===== src/rtl/serctl_pkg.sv =====
package serctl_pkg;

  localparam int unsigned WORD_W = 12;
  localparam int unsigned PAY_W  = WORD_W - 2;
  localparam int unsigned DLY_W  = 3;
  localparam int unsigned DLY_LAST = 5;

  // payload bit positions: D1 arrives first and sits at the MSB
  localparam int unsigned P_D1  = PAY_W - 1;
  localparam int unsigned P_D2  = PAY_W - 2;
  localparam int unsigned P_D3  = PAY_W - 3;
  localparam int unsigned P_D4  = PAY_W - 4;
  localparam int unsigned P_D5  = PAY_W - 5;
  localparam int unsigned P_D6  = PAY_W - 6;
  localparam int unsigned P_D8  = PAY_W - 8;
  localparam int unsigned P_D7  = PAY_W - 7;
  localparam int unsigned P_D9  = PAY_W - 9;
  localparam int unsigned P_D10 = PAY_W - 10;

  typedef enum logic [1:0] {
    PATH_THRU = 2'b00,
    PATH_RSVD = 2'b01,
    PATH_FILT = 2'b10,
    PATH_MUTE = 2'b11
  } path_e;

  // reset payloads: everything muted, system mute on, fast clock
  localparam logic [PAY_W-1:0] BANK0_RST = 10'b0001100011;
  localparam logic [PAY_W-1:0] BANK1_RST = 10'b0000000000;

endpackage


===== src/rtl/serctl_sync.sv =====
module serctl_sync #(
  parameter int unsigned W = 3,
  parameter logic [W-1:0] RST_VAL = '1
) (
  input  logic         clk,
  input  logic         rst_n,
  input  logic [W-1:0] d_i,
  output logic [W-1:0] q_o,
  output logic [W-1:0] rise_o,
  output logic [W-1:0] fall_o
);

  logic [W-1:0] s1_q, s2_q, s3_q;

  always_ff @(posedge clk or negedge rst_n) begin
    if (!rst_n) begin
      s1_q <= RST_VAL;
      s2_q <= RST_VAL;
      s3_q <= RST_VAL;
    end else begin
      s1_q <= d_i;
      s2_q <= s1_q;
      s3_q <= s2_q;
    end
  end

  assign q_o = s2_q;

  for (genvar i = 0; i < W; i++) begin : g_edge
    assign rise_o[i] = s2_q[i] & ~s3_q[i];
    assign fall_o[i] = ~s2_q[i] & s3_q[i];
  end

endmodule


===== src/rtl/serctl_shift.sv =====
module serctl_shift #(
  parameter int unsigned WORD_W = 12,
  localparam int unsigned CNT_W = $clog2(WORD_W + 2)
) (
  input  logic              clk,
  input  logic              rst_n,
  input  logic              bit_i,
  input  logic              shift_i,
  input  logic              clear_i,
  output logic [WORD_W-1:0] word_o,
  output logic [CNT_W-1:0]  cnt_o
);

  localparam logic [CNT_W-1:0] CNT_SAT = CNT_W'(WORD_W + 1);

  logic [WORD_W-1:0] word_q, word_d;
  logic [CNT_W-1:0]  cnt_q, cnt_d;

  always_comb begin
    word_d = word_q;
    cnt_d  = cnt_q;
    if (clear_i) begin
      cnt_d = '0;
    end else if (shift_i) begin
      word_d = {word_q[WORD_W-2:0], bit_i};
      if (cnt_q != CNT_SAT) cnt_d = cnt_q + 1'b1;
    end
  end

  always_ff @(posedge clk or negedge rst_n) begin
    if (!rst_n) begin
      word_q <= '0;
      cnt_q  <= '0;
    end else begin
      word_q <= word_d;
      cnt_q  <= cnt_d;
    end
  end

  assign word_o = word_q;
  assign cnt_o  = cnt_q;

endmodule


===== src/rtl/serctl_cmd.sv =====
module serctl_cmd
  import serctl_pkg::*;
#(
  parameter int unsigned WORD_W = serctl_pkg::WORD_W,
  localparam int unsigned CNT_W = $clog2(WORD_W + 2),
  localparam int unsigned PW    = WORD_W - 2
) (
  input  logic [WORD_W-1:0] word_i,
  input  logic [CNT_W-1:0]  cnt_i,
  input  logic              commit_i,
  output logic              accept_o,
  output logic              bad_o,
  output logic              wr0_o,
  output logic              wr1_o,
  output logic [PW-1:0]     pay_o
);

  logic          sel_n, bank;
  path_e         path;
  logic [DLY_W-1:0] dly;
  logic          bad0, bad1;

  assign sel_n = word_i[WORD_W-1];
  assign bank  = word_i[WORD_W-2];
  assign pay_o = word_i[PW-1:0];
  assign path  = path_e'({pay_o[P_D4], pay_o[P_D5]});
  assign dly   = {pay_o[P_D6], pay_o[P_D7], pay_o[P_D8]};

  always_comb begin
    bad0 = (path == PATH_RSVD);
    bad1 = (dly > DLY_W'(DLY_LAST));
    accept_o = commit_i && (cnt_i == CNT_W'(WORD_W)) && !sel_n;
    bad_o = bank ? bad1 : bad0;
    wr0_o = accept_o && !bank && !bad0;
    wr1_o = accept_o &&  bank && !bad1;
  end

endmodule


===== src/rtl/serctl_fields.sv =====
module serctl_fields
  import serctl_pkg::*;
(
  input  logic [PAY_W-1:0] b0_i,
  input  logic [PAY_W-1:0] b1_i,
  output logic             in_lpf_en_o,
  output logic             in_diff_o,
  output logic             in_aux_o,
  output logic             in_bypass_o,
  output logic             in_filt_o,
  output logic             adc_mute_o,
  output logic             main_mute_o,
  output logic             aux_mute_o,
  output logic             front_inv_o,
  output logic [1:0]       front_lvl_o,
  output logic             aux_lpf_en_o,
  output logic [DLY_W-1:0] delay_code_o,
  output logic             sys_mute_o,
  output logic             clk_fast_o
);

  path_e path;

  always_comb begin
    path         = path_e'({b0_i[P_D4], b0_i[P_D5]});
    in_lpf_en_o  = b0_i[P_D1];
    in_diff_o    = b0_i[P_D2];
    in_aux_o     = b0_i[P_D3];
    in_bypass_o  = (path == PATH_THRU);
    in_filt_o    = (path == PATH_FILT);
    adc_mute_o   = (path == PATH_MUTE);
    main_mute_o  = ~b0_i[P_D6];
    aux_mute_o   = ~b0_i[P_D7];
    front_inv_o  = b0_i[P_D8];
    front_lvl_o  = {b0_i[P_D9], b0_i[P_D10]};
    aux_lpf_en_o = ({b1_i[P_D1], b1_i[P_D2]} == 2'b01);
    delay_code_o = {b1_i[P_D6], b1_i[P_D7], b1_i[P_D8]};
    sys_mute_o   = ~b1_i[P_D9];
    clk_fast_o   = ~b1_i[P_D10];
  end

endmodule


===== src/rtl/serctl_port.sv =====
module serctl_port
  import serctl_pkg::*;
#(
  parameter int unsigned WORD_W = serctl_pkg::WORD_W
) (
  input  logic       clk,
  input  logic       rst_n,
  input  logic       ser_clk_i,
  input  logic       ser_dat_i,
  input  logic       ser_en_i,
  output logic       in_lpf_en_o,
  output logic       in_diff_o,
  output logic       in_aux_o,
  output logic       in_bypass_o,
  output logic       in_filt_o,
  output logic       adc_mute_o,
  output logic       main_mute_o,
  output logic       aux_mute_o,
  output logic       front_inv_o,
  output logic [1:0] front_lvl_o,
  output logic       aux_lpf_en_o,
  output logic [2:0] delay_code_o,
  output logic       sys_mute_o,
  output logic       clk_fast_o,
  output logic       illegal_o
);

  localparam int unsigned CNT_W = $clog2(WORD_W + 2);
  localparam int unsigned PW    = WORD_W - 2;

  // reset: asserted asynchronously, released on the clock
  logic [1:0] rst_sync_q;
  logic       rst_ni;

  always_ff @(posedge clk or negedge rst_n) begin
    if (!rst_n) rst_sync_q <= 2'b00;
    else        rst_sync_q <= {rst_sync_q[0], 1'b1};
  end
  assign rst_ni = rst_sync_q[1];

  // line synchronizers: bit 2 strobe, bit 1 data, bit 0 shift clock
  logic [2:0] line_q, line_rise, line_fall;

  serctl_sync #(.W(3), .RST_VAL(3'b111)) u_sync (
    .clk    (clk),
    .rst_n  (rst_ni),
    .d_i    ({ser_en_i, ser_dat_i, ser_clk_i}),
    .q_o    (line_q),
    .rise_o (line_rise),
    .fall_o (line_fall)
  );

  logic en_rise, en_fall, en_low, sclk_rise, shift_en;
  assign en_rise   = line_rise[2];
  assign en_fall   = line_fall[2];
  assign en_low    = ~line_q[2];
  assign sclk_rise = line_rise[0];
  assign shift_en  = sclk_rise & en_low;

  logic [WORD_W-1:0] word;
  logic [CNT_W-1:0]  cnt;

  serctl_shift #(.WORD_W(WORD_W)) u_shift (
    .clk     (clk),
    .rst_n   (rst_ni),
    .bit_i   (line_q[1]),
    .shift_i (shift_en),
    .clear_i (en_fall),
    .word_o  (word),
    .cnt_o   (cnt)
  );

  logic          frame_ok, bad, wr0, wr1;
  logic [PW-1:0] pay;

  serctl_cmd #(.WORD_W(WORD_W)) u_cmd (
    .word_i   (word),
    .cnt_i    (cnt),
    .commit_i (en_rise),
    .accept_o (frame_ok),
    .bad_o    (bad),
    .wr0_o    (wr0),
    .wr1_o    (wr1),
    .pay_o    (pay)
  );

  // mode banks
  logic [PW-1:0] bank0_q, bank0_d, bank1_q, bank1_d;
  logic          illegal_q, illegal_d;

  always_comb begin
    bank0_d   = wr0 ? pay : bank0_q;
    bank1_d   = wr1 ? pay : bank1_q;
    illegal_d = frame_ok ? bad : illegal_q;
  end

  always_ff @(posedge clk or negedge rst_ni) begin
    if (!rst_ni) begin
      bank0_q   <= BANK0_RST;
      bank1_q   <= BANK1_RST;
      illegal_q <= 1'b0;
    end else begin
      bank0_q   <= bank0_d;
      bank1_q   <= bank1_d;
      illegal_q <= illegal_d;
    end
  end

  assign illegal_o = illegal_q;

  serctl_fields u_fields (
    .b0_i         (bank0_q),
    .b1_i         (bank1_q),
    .in_lpf_en_o  (in_lpf_en_o),
    .in_diff_o    (in_diff_o),
    .in_aux_o     (in_aux_o),
    .in_bypass_o  (in_bypass_o),
    .in_filt_o    (in_filt_o),
    .adc_mute_o   (adc_mute_o),
    .main_mute_o  (main_mute_o),
    .aux_mute_o   (aux_mute_o),
    .front_inv_o  (front_inv_o),
    .front_lvl_o  (front_lvl_o),
    .aux_lpf_en_o (aux_lpf_en_o),
    .delay_code_o (delay_code_o),
    .sys_mute_o   (sys_mute_o),
    .clk_fast_o   (clk_fast_o)
  );

endmodule


===== config.mk =====
export PLATFORM = sky130hd
export DESIGN_NAME = serctl_port
export DESIGN_NICKNAME = d
export VERILOG_FILES = /design/src/rtl/serctl_pkg.sv /design/src/rtl/serctl_sync.sv /design/src/rtl/serctl_shift.sv /design/src/rtl/serctl_cmd.sv /design/src/rtl/serctl_fields.sv /design/src/rtl/serctl_port.sv
export SDC_FILE = /design/constraint.sdc
export NUM_CORES = 1
export LEC_CHECK = 0
export BUFFER_PORTS_ARGS = -buffer_cell sky130_fd_sc_hd__buf_2
export CAP_MARGIN = 10
export CORE_AREA = 8 8 82 84
export DETAILED_ROUTE_END_ITERATION = 6
export DIE_AREA = 0 0 90 92
export RECOVER_POWER = 100
export SLEW_MARGIN = 10
export SYNTH_ARGS = -nofsm -noshare
export SYNTH_HDL_FRONTEND = slang
export SYNTH_SLANG_ARGS = --single-unit

===== constraint.sdc =====
create_clock -name clk -period 4.1 [get_ports clk]
set_clock_uncertainty 0.2 [all_clocks]
set_input_delay 0.205 -clock clk [delete_from_list [all_inputs] [get_ports clk]]
set_output_delay 0.205 -clock clk [all_outputs]
set_load 0.03 [all_outputs]

==> metrics.yaml <==
critical_path:
  critPathBufInv: 0
  arrival_ns: 2.70
  critical_path.top_delay_family: "simple AND/OR/NAND/NOR gates"
  crit_path_end_kind: "flip-flop"
  r2r-start: "u_shift.word_o[11]"
  crit_chain: "nand4bb_1 > nor4_1 > mux2_2"
  critPathLaunchType: "flip-flop"
  crit_fanout: 8
  crit_path_start: "u_shift.word_o[11]"
  cp.required_ns: 4.08
  max_stage_delay_ns: 1.23
  path_class: "flip-flop to flip-flop"
  cp_slowest_cell: "nor4_1"
synthesis:
  synth_top_cells_by_count: "dfrtp_1 (32), mux2_2 (25), dfstp_2 (12), inv_1 (10)"
  synthCells: 132
  synth_nets: 140
  synthAdderAreaFrac: 0.02063
  ys_seq_area_frac: 0.6135
  synthMuxAreaShare: 0.1547
  ys_top_cells_by_area: "dfrtp_1 (44%), dfstp_2 (17%), mux2_2 (15%)"
  synth_edf_count: 0
  synthSimpleGateAreaFrac: 0.09285
  netlist_area_sq_um: 1819
  ys_async_sr_fraction: 1.000
  synth_compound_gate_area_share: 0.06121
  synth_seq_cells: 44
  synth_top_area_share: 0.4402
  synth-xor-area-share: 0
  postSynthAreaPerCell_sq_um: 13.78
  synth_cell_types: 35
  synth_warnings: 0
  synth_top_area_cell: "dfrtp_1"
  synth_top_family_by_area: "multiplexers"
  synth_most_common_cell: "dfrtp_1"
  synthFlopType: "dfrtp_1"
placed_design:
  place_congestion: 0.7288
  dp_slack_ns: 1.993
  place_inst: 218
  hpwlAfterDp_um: 2177
  io_buffers: 22
drt:
  vias: 1058
  wirelength_um: 3101
  via_per_inst: 4.580
  drc_errors: 0
  ant_nets: 0
  initialDrtViolationCount: 94
  dr.pass1.iters: 4
  wl_per_cell_um: 13.42
outcome:
  outcome: "finished, violations left"
  violations: "capacitance limit, slew limit"
die:
  rows: 27
  start_util: 0.3366
  die_h_um: 92
  die_x_um: 90
  ioPinCount: 23
  dieArea_sq_um: 8280
  core_area_sq_um: 5405
clocking:
  cts-root-buf: "clkbuf_8"
  clock-sinks: 44
  clock_latency_ns: 0.29
  cts_resized: 0
  cts_buffers: 5
  clock_path_buffers: 2
  cts_tree: "done"
  clkSlewWorstSetupHoldPaths_ns: 0.09
  cts_htree_levels: 2
  cts_setup_buffers: 0
global_route:
  grt_pass1_vias: 1192
  grtUsageTotal: 0.08079
  overflow: 0
  antenna_found_initial: 0
  grt_pass1_wl_um: 5547
  grt_max_degree: 43
cells_and_area:
  fin_nets: 166
  seq_area_sq_um: 1116
  synthToLayoutAreaGrowth_pct: 14.10
  diodes: 0
  num-fill-cells: 539
  drive_gt1_frac: 0.2956
  multiInputGateArea_sq_um: 580.6
  final_cells: 231
timing:
  hold_viol_final: 0
  setup_viol: 0
  worst_slack_ns: 1.377
  period_share: 0.6641
  fin_crit_ns: 2.723
  setup_tns_ns: 0
  max_freq_ghz: 0.3673
  maxSlewViolCount: 43
  relSlewSlack: -0.4594
  rsz0062_at_grt: "false"
  tightest_slew_ns: 2.189
run:
  cap_viol_max_count: 1
power:
  powerDensity_nw_per_um2: 416.3
  p_leak_nw: 0.9112
  ir_drop_uv: 248.2
min_path:
  hp-start: "u_sync.s1_q[1]"
  hold_path_class: "flip-flop to flip-flop"
state kept, by name, indices dropped and copies added (netlist names):
name and cells:
bank0_q 10, bank1_q 7, illegal_o 1, rst_sync_q 2, u_shift.cnt_o 4, u_shift.word_o 12
u_sync.q_o 3, u_sync.s1_q 3, u_sync.s3_q 2
cell usage in the layout (no fill, tap or decap), types with 3 or more instances in the layout:
master / Yosys / final
dfrtp_1: 32 / 32
mux2_2: 25 / 25
clkbuf_1: 1 / 20
inv_1: 10 / 10
dfstp_2: 12 / 10
nand3_1: 5 / 5
clkbuf_8: 0 / 5
dlygate4sd3_1: 0 / 5
nor2b_1: 4 / 4
a21oi_1: 4 / 4
o21ai_0: 3 / 3
ha_1: 3 / 3
buf_2: 1 / 3
area by class of cell:
cell class	instances	area share
Clock buffer	5	0.03315
Timing Repair Buffer	28	0.06751
Tap cell	72	0.04340
Multi-Input combinational cell	69	0.2797
Sequential cell	44	0.5377
Clock inverter	3	0.02049
Inverter	10	0.01808
timing repair:
item,in CTS,in global routing
endpoints found under the setup margin,0,0
endpoints found under the hold margin,5,2
hold buffers,4,1
metal layers:
layer | part of all wire | GRT usage | vias to the layer above
li1 | - | - | 504
met1 | 0.48 | 0.09298 | 523
met5 | 0 | 0 | -
met4 | 0.010 | 0.03051 | 0
met2 | 0.44 | 0.1258 | 26
met3 | 0.069 | 0.04156 | 5
power breakdown:
part | switching, mW | internal, mW | total [mW]
Sequential | 0.0268 | 0.462 | 0.489
Clock | 0.145 | 0.180 | 0.325
Combinational | 0.0240 | 0.0260 | 0.0499
worst paths after layout:
kind	endpoint	slack [ns]	cells after the start
max in group asynchronous	u_shift.word_o[9]	1.67	1
worst min-delay path	u_sync.q_o[1]	0.16	0
min in group asynchronous	rst_sync_q[1]	0.57	3
worst max-delay path	bank0_q[3]	1.38	3
worst max register to register	bank0_q[3]	1.38	3
worst min register to register	u_sync.q_o[1]	0.16	0
stage by stage:
step / util / power [mW] / hold WS, ns / cell area [sq um]
detailed placement: 0.3634 / 0.5483 / -0.2073 / 1964
floorplan: - / 0.5278 / -0.2906 / 1819
global route: 0.3840 / 0.9079 / 0.1645 / 2076
finish: 0.3840 / 0.8641 / 0.1576 / 2076
CTS: 0.3914 / 0.8798 / 0.006682 / 2116
global placement: 0.3634 / 0.5430 / -0.2104 / 1964
kinds of logic after synthesis:
kind of cell	after synthesis
flops	44
other cells	1
fa+ha+maj	3
compound gates	16
mux	25
simple gates	24
buf+inv	19
(Power assumes the default switching activity.)
